<file path="src/rtl/t1e1_pkg.sv">
package t1e1_pkg;
  localparam int unsigned SLOT_BITS_D = 8;
  localparam int unsigned T1_SLOTS_D  = 24;
  localparam int unsigned E1_SLOTS_D  = 32;
  localparam int unsigned SIG_SLOT_D  = 16;
  localparam int unsigned FBIT_SLOT_D = 26;

  typedef enum logic [1:0] {
    POS_UNASG = 2'd0,
    POS_DATA  = 2'd1,
    POS_FBIT  = 2'd2,
    POS_FILL  = 2'd3
  } pos_kind_e;
endpackage

</file>
<file path="src/rtl/t1_frame_capture.sv">
module t1_frame_capture #(
  parameter int unsigned FRAME_BITS = 193
) (
  input  logic                         clk,
  input  logic                         rst_n,
  input  logic                         bit_in,
  input  logic                         adv,
  input  logic                         fsync,
  output logic [1:0][FRAME_BITS-1:0]   banks,
  output logic                         full_bank,
  output logic                         have_frame
);
  localparam int unsigned IW = $clog2(FRAME_BITS);
  localparam logic [IW-1:0] LAST_IDX = IW'(FRAME_BITS - 1);

  logic [1:0][FRAME_BITS-1:0] banks_q, banks_n;
  logic [IW-1:0] wpos_q, wpos_n;
  logic          wbank_q, wbank_n;
  logic          live_q, live_n;
  logic          full_q, full_n;
  logic          have_q, have_n;
  logic          wr;
  logic [IW-1:0] idx;

  always_comb begin
    banks_n = banks_q;
    wpos_n  = wpos_q;
    wbank_n = wbank_q;
    live_n  = live_q;
    full_n  = full_q;
    have_n  = have_q;
    wr      = 1'b0;
    idx     = '0;
    if (adv && fsync) begin
      wr  = 1'b1;
      idx = '0;
    end else if (adv && live_q) begin
      wr  = 1'b1;
      idx = wpos_q + 1'b1;
    end
    if (wr) begin
      banks_n[wbank_q][idx] = bit_in;
      wpos_n = idx;
      live_n = 1'b1;
      if (idx == LAST_IDX) begin
        live_n  = 1'b0;
        full_n  = wbank_q;
        wbank_n = ~wbank_q;
        have_n  = 1'b1;
      end
    end
  end

  always_ff @(posedge clk or negedge rst_n) begin
    if (!rst_n) begin
      wpos_q  <= '0;
      wbank_q <= 1'b0;
      live_q  <= 1'b0;
      full_q  <= 1'b0;
      have_q  <= 1'b0;
    end else begin
      wpos_q  <= wpos_n;
      wbank_q <= wbank_n;
      live_q  <= live_n;
      full_q  <= full_n;
      have_q  <= have_n;
    end
  end

  always_ff @(posedge clk) begin
    banks_q <= banks_n;
  end

  assign banks      = banks_q;
  assign full_bank  = full_q;
  assign have_frame = have_q;
endmodule

</file>
<file path="src/rtl/e1_slot_map.sv">
module e1_slot_map
  import t1e1_pkg::*;
#(
  parameter int unsigned SLOT_BITS = SLOT_BITS_D,
  parameter int unsigned T1_SLOTS  = T1_SLOTS_D,
  parameter int unsigned E1_SLOTS  = E1_SLOTS_D,
  parameter int unsigned SIG_SLOT  = SIG_SLOT_D,
  parameter int unsigned FBIT_SLOT = FBIT_SLOT_D,
  localparam int unsigned PW = $clog2(E1_SLOTS * SLOT_BITS),
  localparam int unsigned IW = $clog2(T1_SLOTS * SLOT_BITS + 1)
) (
  input  logic [PW-1:0] pos,
  output pos_kind_e     kind,
  output logic [IW-1:0] src_idx
);
  localparam int unsigned BW = $clog2(SLOT_BITS);
  localparam int unsigned SW = PW - BW;

  logic [SW-1:0] slot;
  logic [BW-1:0] bitp;
  logic [SW-1:0] t1slot;

  assign slot = pos[PW-1:BW];
  assign bitp = pos[BW-1:0];

  always_comb begin
    kind   = POS_UNASG;
    t1slot = '0;
    if (slot == '0 || slot == SW'(SIG_SLOT)) begin
      kind = POS_UNASG;
    end else if (slot < SW'(SIG_SLOT)) begin
      kind   = POS_DATA;
      t1slot = slot;
    end else if (slot < SW'(FBIT_SLOT)) begin
      kind   = POS_DATA;
      t1slot = slot - 1'b1;
    end else if (slot == SW'(FBIT_SLOT)) begin
      kind = (bitp == '0) ? POS_FBIT : POS_FILL;
    end
    src_idx = IW'(1 + (int'(t1slot) - 1) * int'(SLOT_BITS) + int'(bitp));
    if (kind != POS_DATA) src_idx = '0;
  end
endmodule

</file>
<file path="src/rtl/t1e1_embed_mapper.sv">
module t1e1_embed_mapper
  import t1e1_pkg::*;
#(
  parameter int unsigned SLOT_BITS = SLOT_BITS_D,
  parameter int unsigned T1_SLOTS  = T1_SLOTS_D,
  parameter int unsigned E1_SLOTS  = E1_SLOTS_D,
  parameter int unsigned SIG_SLOT  = SIG_SLOT_D,
  parameter int unsigned FBIT_SLOT = FBIT_SLOT_D
) (
  input  logic clk,
  input  logic rst_n,
  input  logic en,
  input  logic t1_bit,
  input  logic t1_adv,
  input  logic t1_fsync,
  input  logic e1_adv,
  input  logic e1_fsync,
  output logic e1_pcm,
  output logic e1_unasg
);
  localparam int unsigned T1_BITS = T1_SLOTS * SLOT_BITS + 1;
  localparam int unsigned E1_BITS = E1_SLOTS * SLOT_BITS;
  localparam int unsigned PW      = $clog2(E1_BITS);
  localparam int unsigned IW      = $clog2(T1_BITS);
  localparam logic [PW-1:0] LAST_POS = PW'(E1_BITS - 1);

  logic [1:0] rs_q;
  logic       rst_i;

  always_ff @(posedge clk or negedge rst_n) begin
    if (!rst_n) rs_q <= 2'b00;
    else        rs_q <= {rs_q[0], 1'b1};
  end
  assign rst_i = rs_q[1];

  logic [1:0][T1_BITS-1:0] banks;
  logic                    full_bank;
  logic                    have_frame;

  t1_frame_capture #(.FRAME_BITS(T1_BITS)) u_cap (
    .clk        (clk),
    .rst_n      (rst_i),
    .bit_in     (t1_bit),
    .adv        (t1_adv),
    .fsync      (t1_fsync),
    .banks      (banks),
    .full_bank  (full_bank),
    .have_frame (have_frame)
  );

  logic [PW-1:0] pos_q, pos_n;
  logic          bank_q, bank_n;
  logic          ok_q, ok_n;
  logic          pcm_q, pcm_n;
  logic          unasg_q, unasg_n;
  pos_kind_e     kind;
  logic [IW-1:0] src_idx;

  e1_slot_map #(
    .SLOT_BITS (SLOT_BITS),
    .T1_SLOTS  (T1_SLOTS),
    .E1_SLOTS  (E1_SLOTS),
    .SIG_SLOT  (SIG_SLOT),
    .FBIT_SLOT (FBIT_SLOT)
  ) u_map (
    .pos     (pos_n),
    .kind    (kind),
    .src_idx (src_idx)
  );

  always_comb begin
    pos_n   = pos_q;
    bank_n  = bank_q;
    ok_n    = ok_q;
    pcm_n   = pcm_q;
    unasg_n = unasg_q;
    if (e1_adv) begin
      if (e1_fsync) begin
        pos_n  = '0;
        bank_n = full_bank;
        ok_n   = have_frame;
      end else begin
        pos_n = (pos_q == LAST_POS) ? '0 : pos_q + 1'b1;
      end
      pcm_n   = 1'b1;
      unasg_n = 1'b1;
      if (en) begin
        unasg_n = 1'b0;
        unique case (kind)
          POS_DATA:  pcm_n = ok_n ? banks[bank_n][src_idx] : 1'b1;
          POS_FBIT:  pcm_n = ok_n ? banks[bank_n][0] : 1'b1;
          POS_FILL:  pcm_n = 1'b1;
          default:   unasg_n = 1'b1;
        endcase
      end
    end
  end

  always_ff @(posedge clk or negedge rst_i) begin
    if (!rst_i) begin
      pos_q   <= LAST_POS;
      bank_q  <= 1'b0;
      ok_q    <= 1'b0;
      pcm_q   <= 1'b1;
      unasg_q <= 1'b1;
    end else begin
      pos_q   <= pos_n;
      bank_q  <= bank_n;
      ok_q    <= ok_n;
      pcm_q   <= pcm_n;
      unasg_q <= unasg_n;
    end
  end

  assign e1_pcm   = pcm_q;
  assign e1_unasg = unasg_q;
endmodule

</file>
<file path="config.mk">
export PLATFORM = sky130hd
export DESIGN_NAME = t1e1_embed_mapper
export DESIGN_NICKNAME = d
export VERILOG_FILES = /design/src/rtl/t1e1_pkg.sv /design/src/rtl/t1_frame_capture.sv /design/src/rtl/e1_slot_map.sv /design/src/rtl/t1e1_embed_mapper.sv
export SDC_FILE = /design/constraint.sdc
export NUM_CORES = 1
export LEC_CHECK = 0
export BUFFER_PORTS_ARGS = -buffer_cell sky130_fd_sc_hd__buf_4
export CORE_MARGIN = 4
export CORE_UTILIZATION = 50
export CTS_CLUSTER_DIAMETER = 150
export DETAILED_ROUTE_END_ITERATION = 6
export PLACE_DENSITY = 0.77
export SLEW_MARGIN = 20
export SYNTH_ARGS = -nofsm -noshare
export SYNTH_HDL_FRONTEND = slang
export SYNTH_SLANG_ARGS = --single-unit
export TNS_END_PERCENT = 100
</file>
<file path="constraint.sdc">
create_clock -name clk -period 0.8 [get_ports clk]
set_input_delay 0.08 -clock clk [delete_from_list [all_inputs] [get_ports clk]]
set_output_delay 0.08 -clock clk [all_outputs]
set_load 0.02 [all_outputs]
</file>
==> PnR_summary.wiki <==
{| class="wikitable"
! Metric !! Value
|-
| Slew Limit Headroom || 62.9%
|-
| Count of pins on the block boundary || 10
|-
| Maximum clock skew at final layout || 0.0428 ns
|-
| Clock tree from TritonCTS || done
|-
| Max H-tree Level || 2
|-
| Area enclosed by the die boundary || 0.0419 mm2
|-
| Transition time at the pin with the least slew margin || 0.541 ns
|-
| Number of enable flip-flop cells after synthesis || 386
|-
| PnR Total Power || 55.2 mW
|-
| Post-synthesis async set-or-reset flop share || 6.31%
|-
| Biggest fanout along the worst timing path || 14
|-
| Total congestion overflow after global routing || 0
|-
| Hold Path Class || in2reg
|-
| Placement-stage cell area || 0.0234 mm2
|-
| Post-route setup TNS || -651.31 ns
|-
| Vertical die dimension || 205 um
|-
| Port Buffers || 9
|-
| Critical Path Sink Type || flop
|-
| Hpwl dp || 30800 um
|-
| Area of the core || 0.0379 mm2
|-
| Number of nets with antenna violations after detailed routing || 0
|-
| Status || finished, violations left
|-
| Number of global-route vias before repair || 15.5k
|-
| Area of combinational cells with multiple inputs || 0.0107 mm2
|-
| Highest attainable clock frequency || 0.196 GHz
|-
| Synth Instances || 1531
|-
| Wire length reported by the detailed router || 81700 um
|-
| Fillers || 1687
|-
| Final worst setup slack || -4.31 ns
|-
| Effective utilization at floorplan || 51.0%
|-
| Number of CTS-inserted buffers || 43
|-
| Cell Pwr Density || 1840 mW/mm2
|-
| Yosys synthesis warning count || 0
|-
| Final weighted congestion of routability-driven global placement || 0.880
|-
| Final setup fails || 412
|-
| Primary flip-flop cell chosen by synthesis mapping || edfxtp_1
|-
| Buffer type at the clock tree root || clkbuf_16
|-
| Clock transition at the register clock pins on the worst setup and hold paths after CTS || 0.06 ns
|-
| Largest net degree at the start of global routing || 74
|-
| X dimension of the die || 205 um
|-
| Cell variety after synth || 87
|-
| Leakage component of the power || 9.97 nW
|-
| Share of the clock period used by the worst path || 639%
|-
| Avg Synthesized Cell Area || 12.6 um2
|-
| Average detailed-routed wire length per instance || 34.3 um
|-
| Net count after synthesis || 1551
|-
| Placed instance count || 2176
|-
| IR Drop Worst-Case VDD || 2.09 mV
|-
| Worst Setup Start Kind || flop
|-
| RSZ-0062 raised after global routing || true
|-
| DRT Pass-1 Iters || 7
|-
| Count of hold-fix buffers inserted at cts || 6
|-
| Share of the yosys chip area belonging to registers || 63.3%
|-
| Global-route usage over all layers || 31.0%
|-
| Worst hold margin || -0.0951 ns
|-
| DRC violation count after routing || 0
|-
| Total count of max-transition violations in the final report || 0
|-
| Final hold violation count || 1
|-
| Violations in the final reports || negative hold slack, negative setup slack
|-
| Average via count per standard cell || 6.79
|-
| Sink count of the clock tree || 412
|-
| Post-layout minimum cycle time || 5.11 ns
|-
| Initial antenna violation count || 2
|-
| Deepest clock path buffer count || 3
|-
| Netlist area before placement || 0.0194 mm2
|-
| Post-layout instance area || 0.0301 mm2
|-
| Start-to-end type of the worst setup path || reg2reg
|-
| Number of register bits inferred by synthesis || 412
|-
| Worst Path Required || 1.26 ns
|-
| Total number of vias || 16.2k
|-
| Seq. cell area || 0.0123 mm2
|-
| Fraction of final layout cells with drive strength greater than 1 || 55.3%
|-
| Syn-to-layout area delta || 55.2%
|-
| Clk_lat worst skew || 0.58 ns
|-
| Arrival time of data at the critical path endpoint || 5.57 ns
|-
| ANT cells || 0
|-
| Number of core rows || 71
|-
| First-pass GRT wire length || 97500 um
|-
| Layout Nets || 1861
|-
| Max Cap Viol || 0
|-
| Post-route insts no fill || 2382
|-
| Starting DRC count in detailed routing || 2275
|}
-- worst max-delay path, cell delays in order, from the launching register on --
cell and delay, ns:
dfstp_2 0.57, ha_4 0.17, nand3_4 0.07, o2111a_1 0.29, a211oi_4 0.30, ha_2 0.23, nand4b_1 0.14, a21oi_1 0.19
or2_4 0.17, ha_4 0.16, buf_4 0.25, nand2_1 0.16, buf_4 0.24, nor3b_1 0.24, buf_4 0.28, nand2_1 0.12
o211ai_1 0.18, mux2_4 0.31, o22ai_1 0.11, or3_4 0.40, a211o_1 0.34, o211ai_2 0.10
-- cell families (layout without fill, tap and decap cells) --
logic type               after synthesis  count (layout)  synth area share [%]
AND/OR/NAND/NOR                      659             661                  14.4
flip-flops                           412             412                  63.3
multiplexers                         195             195                  13.4
buffers and inverters                125             463                  2.90
AO/OA/AOI/OAI                        113             113                  4.56
XOR/XNOR                              14              14                 0.672
adder cells (fa/ha/maj)               12              12                 0.775
other                                  1               1                0.0194
-- repair_timing --
| action | CTS | global route |
|---|---|---|
| buffers inserted | 40 | 38 |
| cloned | 33 | 24 |
| pin swaps | 36 | 98 |
| setup endpoints to repair | 412 | 412 |
| gates resized for setup | 494 | 240 |
| hold endpoints to repair | 9 | 1 |
-- metal layers --
layer / wire length [um] / global-route usage, % / vias to the layer above
met5: 0 / 0 / -
met4: 7490 / 15.0 / 0
met3: 10400 / 5.02 / 512
met2: 37900 / 52.6 / 1439
met1: 26000 / 39.0 / 7983
li1: - / - / 6236
-- path summary, 6_finish.rpt --
kind,from,to,slack [ns],cells past startpoint
min reg2reg,rs_q[1],u_cap.wpos_q[2],0.26,1
min,e1_adv,pos_q[5],-0.1,3
max,pos_q[0],e1_pcm,-4.31,21
min in group asynchronous,rs_q[1],u_cap.wpos_q[2],0.26,1
max reg2reg,pos_q[0],e1_pcm,-4.31,21
max in group asynchronous,rs_q[1],pos_q[0],0.24,1
-- cell usage after synthesis, types with 14 or more instances --
cell      number  area share, %
nor2_1       418            8.1
edfxtp_1     386             60
mux2i_1      133            6.9
nand2_1      123            2.4
clkbuf_1      78            1.5
mux4_2        49            5.7
a211oi_1      20           0.78
buf_2         17           0.44
nand3_1       17           0.44
dfrtp_1       16            2.1
nor3_1        15           0.39
a21oi_1       14           0.36
inv_1         14           0.27
nor2b_1       14           0.45
-- metrics by stage --
stage                     util, %  setup slack, ns  hold slack [ns]
after floorplan                 -            -3.59           -0.216
after global placement       61.7            -3.66           -0.138
after detailed placement     61.7            -3.77           -0.136
after CTS                    74.2            -3.70           -0.115
after global routing         79.2            -4.40          -0.0892
final                        79.2            -4.31          -0.0951
-- layout make-up --
cell class              instances  area share [%]
flip-flops and latches        412            40.8
repair buffers                373            17.1
well taps                     511            2.13
clock inverters                23           0.587
inverters                      15           0.196
clock buffers                  52            3.69
multi-input cells             996            35.5
-- registers in the layout, summed over array words and instances (netlist names), 2 cells and up --
register,count
pos_q,8
rs_q,2
u_cap.banks,386
u_cap.wpos_q,8
-- cell usage in the layout, fill, tap and decap left out, types with 34 or more instances in the layout --
master,count
edfxtp_1,386
nand2_1,81
nand2_8,34
buf_16,34
buf_6,36
nor2_4,396
clkbuf_16,61
buf_4,181
buf_12,90
mux4_2,49
mux2i_1,128
-- power breakdown --
group,switching (mW),internal [mW]
Sequential,0.141,23.7
Combinational,6.50,5.11
Clock,9.17,10.6
Total,15.8,39.4
(Power assumes the default switching activity.)
